[config.mk]
export PLATFORM = sky130hd
export DESIGN_NAME = mc_miss_classifier
export DESIGN_NICKNAME = d
export VERILOG_FILES = /design/src/rtl/mc_pkg.sv /design/src/rtl/mc_ref_history.sv /design/src/rtl/mc_shadow_lru.sv /design/src/rtl/mc_class_counter.sv /design/src/rtl/mc_miss_classifier.sv
export SDC_FILE = /design/constraint.sdc
export NUM_CORES = 1
export LEC_CHECK = 0
export ABC_AREA = 1
export CORE_MARGIN = 2
export CORE_UTILIZATION = 43
export CTS_CLUSTER_DIAMETER = 150
export DETAILED_ROUTE_END_ITERATION = 12
export DONT_BUFFER_PORTS = 1
export MAX_ROUTING_LAYER = met4
export PLACE_DENSITY_LB_ADDON = 0.08
export SETUP_SLACK_MARGIN = 0.05
export SYNTH_ARGS = -nofsm -noshare
export SYNTH_HDL_FRONTEND = slang
export SYNTH_SLANG_ARGS = --single-unit
[constraint.sdc]
create_clock -name clk -period 2.67 [get_ports clk]
set_clock_uncertainty 0.2 [all_clocks]
set_input_delay 0.534 -clock clk [delete_from_list [all_inputs] [get_ports clk]]
set_output_delay 0.534 -clock clk [all_outputs]
set_load 0.03 [all_outputs]
[src/rtl/mc_pkg.sv]
package mc_pkg;
   typedef enum logic [1:0] {
      CLS_NONE     = 2'd0,
      CLS_COLD     = 2'd1,
      CLS_CAPACITY = 2'd2,
      CLS_CONFLICT = 2'd3
   } miss_class_e;

   localparam int unsigned NUM_CLASSES = 3;
endpackage

[src/rtl/mc_ref_history.sv]
// One bit per memory block: set once the block has been accessed.
module mc_ref_history #(
   parameter int unsigned BLK_W = 4
) (
   input  logic             clk,
   input  logic             rst_n,
   input  logic [BLK_W-1:0] blk,
   input  logic             mark_en,
   output logic             seen
);
   localparam int unsigned NBLK = 1 << BLK_W;

   logic [NBLK-1:0] used_q;

   assign seen = used_q[blk];

   always_ff @(posedge clk) begin
      if (!rst_n) begin
         used_q <= '0;
      end else if (mark_en) begin
         used_q[blk] <= 1'b1;
      end
   end
endmodule

[src/rtl/mc_shadow_lru.sv]
// Tag-only fully associative store with true LRU ordering by age ranks.
// Ages always form a permutation of 0..ENTRIES-1; the oldest is the victim.
module mc_shadow_lru #(
   parameter int unsigned TAG_W   = 4,
   parameter int unsigned ENTRIES = 4
) (
   input  logic             clk,
   input  logic             rst_n,
   input  logic [TAG_W-1:0] tag,
   input  logic             update_en,
   output logic             present
);
   localparam int unsigned AGE_W = (ENTRIES > 1) ? $clog2(ENTRIES) : 1;
   localparam logic [AGE_W-1:0] AGE_MAX = AGE_W'(ENTRIES - 1);

   logic [ENTRIES-1:0] valid_q;
   logic [TAG_W-1:0]   tag_q [ENTRIES];
   logic [AGE_W-1:0]   age_q [ENTRIES];
   logic [ENTRIES-1:0] match;
   logic [AGE_W-1:0]   ref_age;

   generate
      for (genvar i = 0; i < ENTRIES; i++) begin : g_cmp
         assign match[i] = valid_q[i] && (tag_q[i] == tag);
      end
   endgenerate

   assign present = |match;

   always_comb begin
      ref_age = present ? '0 : AGE_MAX;
      for (int i = 0; i < ENTRIES; i++) begin
         if (match[i]) ref_age = age_q[i];
      end
   end

   generate
      for (genvar i = 0; i < ENTRIES; i++) begin : g_ent
         logic take;
         assign take = match[i] || (!present && (age_q[i] == AGE_MAX));
         always_ff @(posedge clk) begin
            if (!rst_n) begin
               valid_q[i] <= 1'b0;
               tag_q[i]   <= '0;
               age_q[i]   <= AGE_W'(i);
            end else if (update_en) begin
               if (take) begin
                  valid_q[i] <= 1'b1;
                  tag_q[i]   <= tag;
                  age_q[i]   <= '0;
               end else if (age_q[i] < ref_age) begin
                  age_q[i]   <= age_q[i] + AGE_W'(1);
               end
            end
         end
      end
   endgenerate
endmodule

[src/rtl/mc_class_counter.sv]
module mc_class_counter #(
   parameter int unsigned CNT_W    = 8,
   parameter bit          SATURATE = 1'b1
) (
   input  logic             clk,
   input  logic             rst_n,
   input  logic             inc,
   output logic [CNT_W-1:0] count
);
   logic [CNT_W-1:0] cnt_q;
   logic             step;

   generate
      if (SATURATE) begin : g_sat
         assign step = inc && (cnt_q != '1);
      end else begin : g_wrap
         assign step = inc;
      end
   endgenerate

   always_ff @(posedge clk) begin
      if (!rst_n)    cnt_q <= '0;
      else if (step) cnt_q <= cnt_q + CNT_W'(1);
   end

   assign count = cnt_q;
endmodule

[src/rtl/mc_miss_classifier.sv]
module mc_miss_classifier #(
   parameter int unsigned ADDR_W   = 5,
   parameter int unsigned OFFSET_W = 1,
   parameter int unsigned INDEX_W  = 2,
   parameter int unsigned CNT_W    = 8,
   parameter bit          SATURATE = 1'b1
) (
   input  logic              clk,
   input  logic              rst_n,
   input  logic              acc_valid,
   input  logic [ADDR_W-1:0] acc_addr,
   input  logic              acc_hit,
   output logic              cls_valid,
   output logic [1:0]        cls_code,
   output logic [CNT_W-1:0]  cnt_cold,
   output logic [CNT_W-1:0]  cnt_cap,
   output logic [CNT_W-1:0]  cnt_conf
);
   import mc_pkg::*;

   localparam int unsigned BLK_W = ADDR_W - OFFSET_W;
   localparam int unsigned LINES = 1 << INDEX_W;

   generate
      if (ADDR_W <= OFFSET_W + INDEX_W) begin : g_bad_split
         $error("address must leave tag bits above index and offset");
      end
      if (BLK_W > 12) begin : g_bad_hist
         $error("block history limited to 4096 entries");
      end
      if (INDEX_W < 1 || CNT_W < 1) begin : g_bad_size
         $error("INDEX_W and CNT_W must be at least 1");
      end
   endgenerate

   logic [BLK_W-1:0] blk;
   logic             seen;
   logic             in_shadow;
   miss_class_e      next_cls;
   logic [1:0]       next_code;
   logic [CNT_W-1:0] cnt_arr [NUM_CLASSES];

   assign blk = acc_addr[ADDR_W-1:OFFSET_W];

   mc_ref_history #(.BLK_W(BLK_W)) u_hist (
      .clk     (clk),
      .rst_n   (rst_n),
      .blk     (blk),
      .mark_en (acc_valid),
      .seen    (seen)
   );

   mc_shadow_lru #(.TAG_W(BLK_W), .ENTRIES(LINES)) u_shadow (
      .clk       (clk),
      .rst_n     (rst_n),
      .tag       (blk),
      .update_en (acc_valid),
      .present   (in_shadow)
   );

   always_comb begin
      if (acc_hit)        next_cls = CLS_NONE;
      else if (!seen)     next_cls = CLS_COLD;
      else if (in_shadow) next_cls = CLS_CONFLICT;
      else                next_cls = CLS_CAPACITY;
   end

   assign next_code = next_cls;

   always_ff @(posedge clk) begin
      if (!rst_n) begin
         cls_valid <= 1'b0;
         cls_code  <= 2'd0;
      end else begin
         cls_valid <= acc_valid;
         cls_code  <= acc_valid ? next_code : 2'd0;
      end
   end

   generate
      for (genvar k = 0; k < NUM_CLASSES; k++) begin : g_cnt
         logic inc;
         assign inc = acc_valid && (next_code == 2'(k + 1));
         mc_class_counter #(.CNT_W(CNT_W), .SATURATE(SATURATE)) u_cnt (
            .clk   (clk),
            .rst_n (rst_n),
            .inc   (inc),
            .count (cnt_arr[k])
         );
      end
   endgenerate

   assign cnt_cold = cnt_arr[0];
   assign cnt_cap  = cnt_arr[1];
   assign cnt_conf = cnt_arr[2];
endmodule

==> results of run 1 <==
metal layers:
metal,global-route usage,vias up
met4,0.06624,0
met2,0.2828,54
met3,0.05755,9
li1,-,1627
met1,0.2410,1408
met5,-,-
metrics by stage:
stage	std cells	worst slack, ns	util	hold slack (ns)
6_report	613	0.3359	0.4760	0.08719
5_1_grt	613	0.08404	0.4760	0.07650
4_1_cts	613	0.3338	0.4760	0.07453
3_5_place_dp	597	0.1656	0.4557	0.2354
3_3_place_gp	597	0.1748	0.4557	0.2339
2_1_floorplan	488	0.3021	-	0.2225
cells in the mapped netlist, drive strengths merged (9+ instances only):
cell type,n
inv,64
edfxtp,24
nand3,40
nor2,71
xnor2,9
a31oi,11
nand2,125
o21ai,13
nand4,14
a21oi,26
dfxtp,47
power groups by stage:
stage	Sequential (uW)	Combinational, uW	Clock (uW)
detailed placement	1250	260	0
global placement	1240	254	0
global route	1230	303	851
finish	1220	259	776
floorplan	1230	226	0
CTS	1220	261	802
cell families (layout without fill, tap and decap cells):
group                      Yosys count  in the layout  share of synthesized area
AOI/OAI and AO/OA                   61             61                    0.09884
xor gates and xnor gates            13             13                    0.03028
adders and majority gates            7              7                    0.02329
buffers and inverters               75             92                    0.08419
DFF                                 71             71                     0.4419
and+or+nand+nor                    261            261                     0.3215
path summary, 6_finish.rpt:
check / from / to / slack [ns] / depth (start not counted)
setup / recovery: u_shadow.tag_q[0][5]$_SDFFCE_PN0P_ / u_shadow.age_q[2][1]$_SDFFCE_PN1P_ / 0.34 / 15
hold / removal: rst_n / u_shadow.valid_q[3]$_SDFFE_PN0P_ / 0.09 / 2
setup reg to reg: u_shadow.tag_q[0][5]$_SDFFCE_PN0P_ / u_shadow.age_q[2][1]$_SDFFCE_PN1P_ / 0.34 / 15
hold reg to reg: u_shadow.valid_q[3]$_SDFFE_PN0P_ / u_shadow.valid_q[3]$_SDFFE_PN0P_ / 0.25 / 2
layout make-up:
class                      instances  area [um^2]
tap                              108        135.1
clock buffer                      10        127.6
fill                             862         4503
clock inverter                     6        46.29
timing repair buffer              12        90.09
sequential                        71         1662
multi-input combinational        342         1782
inverter                          64        247.7
flip-flops by register name, indices dropped and copies added (netlist names):
signal,cells
g_cnt.u_cnt.count,24
cls_code,2
u_shadow.valid_q,4
u_hist.used_q,16
cls_valid,1
u_shadow.tag_q,16
u_shadow.age_q,8
worst max-delay path: stages, from the launching register on:
cell and delay [ns]:
sky130_fd_sc_hd__edfxtp_1 0.37, sky130_fd_sc_hd__inv_1 0.04, sky130_fd_sc_hd__nand2_1 0.05, sky130_fd_sc_hd__nand2_1 0.05, sky130_fd_sc_hd__nor2_1 0.15, sky130_fd_sc_hd__nand3_1 0.21, sky130_fd_sc_hd__nand2_1 0.15, sky130_fd_sc_hd__inv_2 0.07
sky130_fd_sc_hd__nand2_8 0.11, sky130_fd_sc_hd__nand3_2 0.10, sky130_fd_sc_hd__nand2_2 0.13, sky130_fd_sc_hd__nand2_2 0.08, sky130_fd_sc_hd__nand2_1 0.06, sky130_fd_sc_hd__nand2_1 0.07, sky130_fd_sc_hd__nand2_1 0.11, sky130_fd_sc_hd__nand3_1 0.11
==> insert_results.sql, run 1 <==
INSERT INTO impl_metrics (metric_group, metric, value, unit) VALUES
('global_routing', 'antenna_found_initial', '0', ''),
('clocking', 'cts_repair_resize_count', '0', ''),
('finish', 'postLayoutCellArea', '4090', 'um^2'),
('pwr', 'swShare', '0.2879', ''),
('yosys', 'synth_top_area_share', '0.2502', ''),
('floorplanning', 'floorplan.rows', '34', ''),
('placed_design', 'detailed_place_hpwl', '5806', 'um'),
('finish', 'fin_nets', '516', ''),
('routing', 'route.detailed.wl_per_inst', '13.08', 'um'),
('yosys', 'synth_seq_area_share', '0.4419', ''),
('yosys', 'synthArstFlopShare', '0', ''),
('clocking', 'cell_at_the_root_of_the_clock_tree', 'sky130_fd_sc_hd__clkbuf_8', ''),
('pwr', 'vdd_ir_drop_max', '0.2560', 'mV'),
('pwr', 'intPower', '1605', 'uW'),
('yosys', 'synthesis.area', '3760', 'um^2'),
('clocking', 'tritoncts', 'done', ''),
('yosys', 'register_bit_total_from_synthesis', '71', ''),
('pwr', 'combinationalPowerShare', '0.115', ''),
('timing', 'finalCritPeriodShare', '0.8742', ''),
('floorplanning', 'die_x', '97.51', 'um'),
('global_routing', 'gr-total-overflow', '0', ''),
('timing', 'rsz0062_at_grt', 'no', ''),
('worst_setup_path', 'worstPathArrival', '2.22', 'ns'),
('worst_setup_path', 'cp-end-kind', 'flop', ''),
('routing', 'drt_first_iter_violations', '123', ''),
('floorplanning', 'floorplan.core_area', '8593', 'um^2'),
('routing', 'pre_repair_dr_iteration_count', '4', ''),
('pwr', 'seq_power_share', '0.541', ''),
('clocking', 'skew_pair_late_insertion_delay', '0.36', 'ns'),
('clocking', 'ctsLongestPathBuffers', '2', ''),
('finish', 'syn_to_final_growth', '8.785', '%'),
('placed_design', 'place.port_buffers', '0', ''),
('routing', 'overall_routed_net_length', '8018', 'um'),
('routing', 'wl_met2', '3583', 'um'),
('floorplanning', 'die_height', '97.51', 'um'),
('finish', 'final_cell_mix', '118 x sky130_fd_sc_hd__nand2_1, 65 x sky130_fd_sc_hd__nor2_1, 54 x sky130_fd_sc_hd__inv_1, 47 x sky130_fd_sc_hd__dfxtp_1, 35 x sky130_fd_sc_hd__nand3_1', ''),
('routing', 'route.top_layer_used', 'met4', ''),
('routing', 'detail_route.drc_violations', '0', ''),
('worst_setup_path', 'crit_path_start_kind', 'flop', ''),
('finish', 'final_common_cell', 'sky130_fd_sc_hd__nand2_1', ''),
('placed_design', 'gp_congestion', '0.8304', ''),
('floorplanning', 'floorplan.initialDensity', '0.4375', ''),
('pwr', 'share_clk_of_total_power', '0.344', ''),
('global_routing', 'grt_start_max_net_pins', '32', ''),
('timing', 'count_of_final_hold_check_violations', '0', ''),
('run', 'number_of_max_cap_violations', '0', ''),
('clocking', 'clock-sinks', '71', ''),
('global_routing', 'grt_pass1_vias', '2971', ''),
('min_path', 'holdCritPathClass', 'input pin to flop', ''),
('finish', 'antenna-diode-count', '0', ''),
('routing', 'via_per_inst', '5.054', ''),
('pwr', 'areal_power_density_over_the_cells', '551.2', 'nW/um^2'),
('yosys', 'synth_nets', '504', ''),
('timing', 'tightest_slew', '0.4281', 'ns'),
('pwr', 'fin_total_pwr', '2254', 'uW'),
('yosys', 'synthDistinctLibCells', '37', ''),
('clocking', 'post_cts_hold_buffer_count', '0', ''),
('worst_setup_path', 'critPathMaxFanout', '10', ''),
('routing', 'antenna_left', '0', ''),
('yosys', 'synth_largest_area_cell', 'sky130_fd_sc_hd__dfxtp_1', ''),
('worst_setup_path', 'cp.required', '2.56', 'ns'),
('worst_setup_path', 'critical_path_class', 'flop to flop', ''),
('yosys', 'yosysWarnings', '0', ''),
('global_routing', 'grt_first_pass_wirelength', '14010', 'um'),
('clocking', 'clkTransAtPathRegs', '0.09', 'ns'),
('outcome', 'outcome', 'completed', ''),
('yosys', 'synthesis.area_per_instance', '7.705', 'um^2'),
('placed_design', 'detailed_place.area', '3916', 'um^2'),
('timing', 'timing.fmax', '0.4284', 'GHz'),
('clocking', 'cts-htree-levels', '3', ''),
('pwr', 'power.switching', '649.0', 'uW');
No activity file was read; power rests on OpenSTA's default activity.
==> run 2, diff against run 1 <==
--- a/config.mk
+++ b/config.mk
@@ -6,6 +6,7 @@
 export NUM_CORES = 1
 export LEC_CHECK = 0
 export ABC_AREA = 1
+export CORE_ASPECT_RATIO = 1.4
 export CORE_MARGIN = 2
 export CORE_UTILIZATION = 43
 export CTS_CLUSTER_DIAMETER = 150
==> run 2 against run 1 <==
Sequential share of layout area shrank 0.93 points. Sequential power is essentially flat. Fmax grew 0.77%. Clock-buffer cell count grew 3. Cell count shrank 0.65%. Critical path type unchanged. Critical path depth is the same. Combinational power is essentially flat. Global-route usage grew 1.1 points. Power grew 15%. Worst hold slack gained 0.029 ns. Wire length grew 5.4%. Register-to-register slack gained 0.02 ns.
==> insert_results.sql, run 2 (synthesized netlist as in run 1, its figures left out) <==
INSERT INTO impl_metrics (metric_group, metric, value, unit) VALUES
('clocking', 'cts-htree-levels', '3', ''),
('finish', 'final_common_cell', 'sky130_fd_sc_hd__nand2_1', ''),
('worst_setup_path', 'cp-end-kind', 'flop', ''),
('clocking', 'tritoncts', 'done', ''),
('worst_setup_path', 'cp.required', '2.51', 'ns'),
('timing', 'final-setup-viol-count', '0', ''),
('routing', 'detail_route.drc_violations', '0', ''),
('pwr', 'seq_power_share', '0.473', ''),
('pwr', 'power.switching', '644.4', 'uW'),
('clocking', 'cts_made_buffers', '9', ''),
('clocking', 'ctsLongestPathBuffers', '2', ''),
('outcome', 'outcome', 'completed', ''),
('placed_design', 'place.port_buffers', '0', ''),
('min_path', 'hold_path_depth', '2', ''),
('floorplanning', 'floorplan.initialDensity', '0.4393', ''),
('routing', 'route.detailed.wl_per_inst', '13.87', 'um'),
('clocking', 'post_cts_hold_buffer_count', '0', ''),
('global_routing', 'grt_pass1_vias', '3191', ''),
('finish', 'fin_nets', '515', ''),
('floorplanning', 'die_height', '114.6', 'um'),
('floorplanning', 'floorplan.rows', '40', ''),
('worst_setup_path', 'crit_path_start_kind', 'flop', ''),
('timing', 'setup_tns', '0', 'ns'),
('floorplanning', 'floorplan.core_area', '8558', 'um^2'),
('timing', 'finalWorstPathRequiredPeriod', '2.316', 'ns'),
('finish', 'post_route_cells_drive_above_1_share', '0.1171', ''),
('routing', 'pre_repair_dr_iteration_count', '4', ''),
('pwr', 'swShare', '0.2491', ''),
('worst_setup_path', 'worstRegToRegCells', '15', ''),
('routing', 'drt_first_iter_violations', '112', ''),
('worst_setup_path', 'critPathMaxFanout', '10', ''),
('worst_setup_path', 'timing.rr.end', 'u_shadow.age_q[1][0]$_DFFE_PP_', ''),
('global_routing', 'grt_first_pass_wirelength', '14650', 'um'),
('timing', 'timing_max_transition_violations_final', '0', ''),
('clocking', 'clock-sinks', '71', ''),
('global_routing', 'antenna_found_initial', '0', ''),
('finish', 'largest_register_ffs', '24', ''),
('pwr', 'combinationalPowerShare', '0.100', ''),
('pwr', 'vdd_ir_drop_max', '0.3342', 'mV'),
('global_routing', 'grt_start_max_net_pins', '24', ''),
('routing', 'vias', '3115', ''),
('clocking', 'skew_pair_late_insertion_delay', '0.33', 'ns'),
('timing', 'tightest_slew', '0.5336', 'ns'),
('worst_setup_path', 'critical_path_class', 'flop to flop', ''),
('placed_design', 'detailed_place.area', '3905', 'um^2'),
('clocking', 'clkTransAtPathRegs', '0.06', 'ns'),
('timing', 'count_of_final_hold_check_violations', '0', ''),
('floorplanning', 'ios', '36', ''),
('finish', 'antenna-diode-count', '0', ''),
('finish', 'final_cell_mix', '118 x sky130_fd_sc_hd__nand2_1, 65 x sky130_fd_sc_hd__nor2_1, 54 x sky130_fd_sc_hd__inv_1, 47 x sky130_fd_sc_hd__dfxtp_1, 34 x sky130_fd_sc_hd__nand3_1', ''),
('timing', 'timing.fmax', '0.4317', 'GHz'),
('pwr', 'intPower', '1943', 'uW'),
('pwr', 'power.leakage', '0.001814', 'uW'),
('finish', 'syn_to_final_growth', '11.35', '%'),
('run', 'number_of_max_cap_violations', '0', ''),
('worst_setup_path', 'timing.reg2reg.setup_slack', '0.35', 'ns'),
('floorplanning', 'floorplan.die_area', '9519', 'um^2'),
('clocking', 'cell_at_the_root_of_the_clock_tree', 'sky130_fd_sc_hd__clkbuf_16', ''),
('placed_design', 'detailed_place_hpwl', '6038', 'um'),
('timing', 'slew_headroom', '0.6438', ''),
('routing', 'overall_routed_net_length', '8447', 'um'),
('worst_setup_path', 'worstPathArrival', '2.15', 'ns'),
('floorplanning', 'die_x', '83.03', 'um'),
('global_routing', 'grt_usage', '0.1992', ''),
('global_routing', 'gr-total-overflow', '0', ''),
('finish', 'postLayoutCellArea', '4187', 'um^2'),
('min_path', 'holdCritPathClass', 'input pin to flop', ''),
('pwr', 'share_clk_of_total_power', '0.427', ''),
('finish', 'fill_cells', '872', ''),
('timing', 'finalCritPeriodShare', '0.8675', ''),
('min_path', 'end_point_of_the_worst_hold_path', 'g_cnt[0].u_cnt.count[7]$_SDFFE_PN0P_', ''),
('pwr', 'areal_power_density_over_the_cells', '618.0', 'nW/um^2'),
('worst_setup_path', 'r2r_start', 'u_shadow.tag_q[1][5]$_SDFFCE_PN0P_', ''),
('placed_design', 'gp_congestion', '0.8394', ''),
('routing', 'via_per_inst', '5.115', ''),
('timing', 'rsz0062_at_grt', 'no', ''),
('min_path', 'worst_hold_launch', 'rst_n', ''),
('routing', 'antenna_left', '0', ''),
('worst_setup_path', 'cp-startpoint', 'u_shadow.tag_q[1][5]$_SDFFCE_PN0P_', '');
## run 2: cell count changes in the layout (fill, tap and decap cells not counted), sizes merged
cell	change
buf	-1
clkinvlp	-2
clkbuf	+3
clkinv	-1
## run 2: layer usage
layer  vias to the layer above  part of all wire  track usage
li1                       1620                 -            -
met1                      1413              0.42       0.2161
met2                        67              0.51       0.3430
met3                        15             0.042      0.04037
met4                         0             0.021       0.1071
met5                         -                 0            -
## run 2: critical path: stages (launching register included)
cell	delay [ns]
sky130_fd_sc_hd__edfxtp_1	0.38
sky130_fd_sc_hd__nand2_1	0.08
sky130_fd_sc_hd__o21ai_1	0.06
sky130_fd_sc_hd__nor2_1	0.12
sky130_fd_sc_hd__nand3_1	0.23
sky130_fd_sc_hd__nand2_1	0.14
sky130_fd_sc_hd__inv_2	0.07
sky130_fd_sc_hd__nand2_8	0.10
sky130_fd_sc_hd__inv_2	0.07
sky130_fd_sc_hd__nand2_1	0.05
sky130_fd_sc_hd__nand2_1	0.07
sky130_fd_sc_hd__nor2_1	0.12
sky130_fd_sc_hd__nand2_1	0.08
sky130_fd_sc_hd__inv_2	0.05
sky130_fd_sc_hd__nand2_1	0.08
sky130_fd_sc_hd__nand3_1	0.11
## run 2: power groups by stage
| stage | logic [uW] | clock network [uW] | registers (uW) |
|---|---|---|---|
| global route | 307 | 1180 | 1230 |
| detailed placement | 260 | 0 | 1250 |
| CTS | 262 | 1140 | 1220 |
| floorplan | 226 | 0 | 1230 |
| finish | 260 | 1100 | 1220 |
| global placement | 255 | 0 | 1240 |
## run 2: worst max path at each step
stage,to,cells past startpoint
after detailed placement,u_shadow.age_q[3][1]$_DFFE_PP_,15
after CTS,u_shadow.age_q[2][1]$_SDFFCE_PN1P_,15
final,u_shadow.age_q[1][0]$_DFFE_PP_,15
after global placement,u_shadow.age_q[3][1]$_DFFE_PP_,15
after global routing,u_shadow.age_q[3][1]$_DFFE_PP_,13
after floorplan,u_shadow.age_q[3][0]$_DFFE_PP_,16
## run 2: final cells by class
class	count	area [um^2]	area share
multi-input cells	342	1787	0.4268
flip-flops and latches	71	1662	0.3969
clock buffers	13	260.3	0.06216
inverters	64	247.7	0.05918
well taps	105	131.4	0.03138
repair buffers	11	82.58	0.01973
clock inverters	3	16.27	0.003885
## run 2: repair_timing
item                                    CTS  global route
resized for setup                         0             1
setup buffers                             0             0
endpoints found under the setup margin    0             2
## run 2: per-stage QoR
step | power (uW) | hold slack [ns] | util | instances | setup slack (ns)
6_report | 2587 | 0.1162 | 0.4892 | 609 | 0.3537
5_1_grt | 2714 | 0.1178 | 0.4892 | 609 | 0.1074
4_1_cts | 2623 | 0.1070 | 0.4886 | 609 | 0.3441
3_5_place_dp | 1506 | 0.2336 | 0.4563 | 593 | 0.1544
3_3_place_gp | 1499 | 0.2319 | 0.4563 | 593 | 0.1893
2_1_floorplan | 1461 | 0.2225 | - | 488 | 0.3021
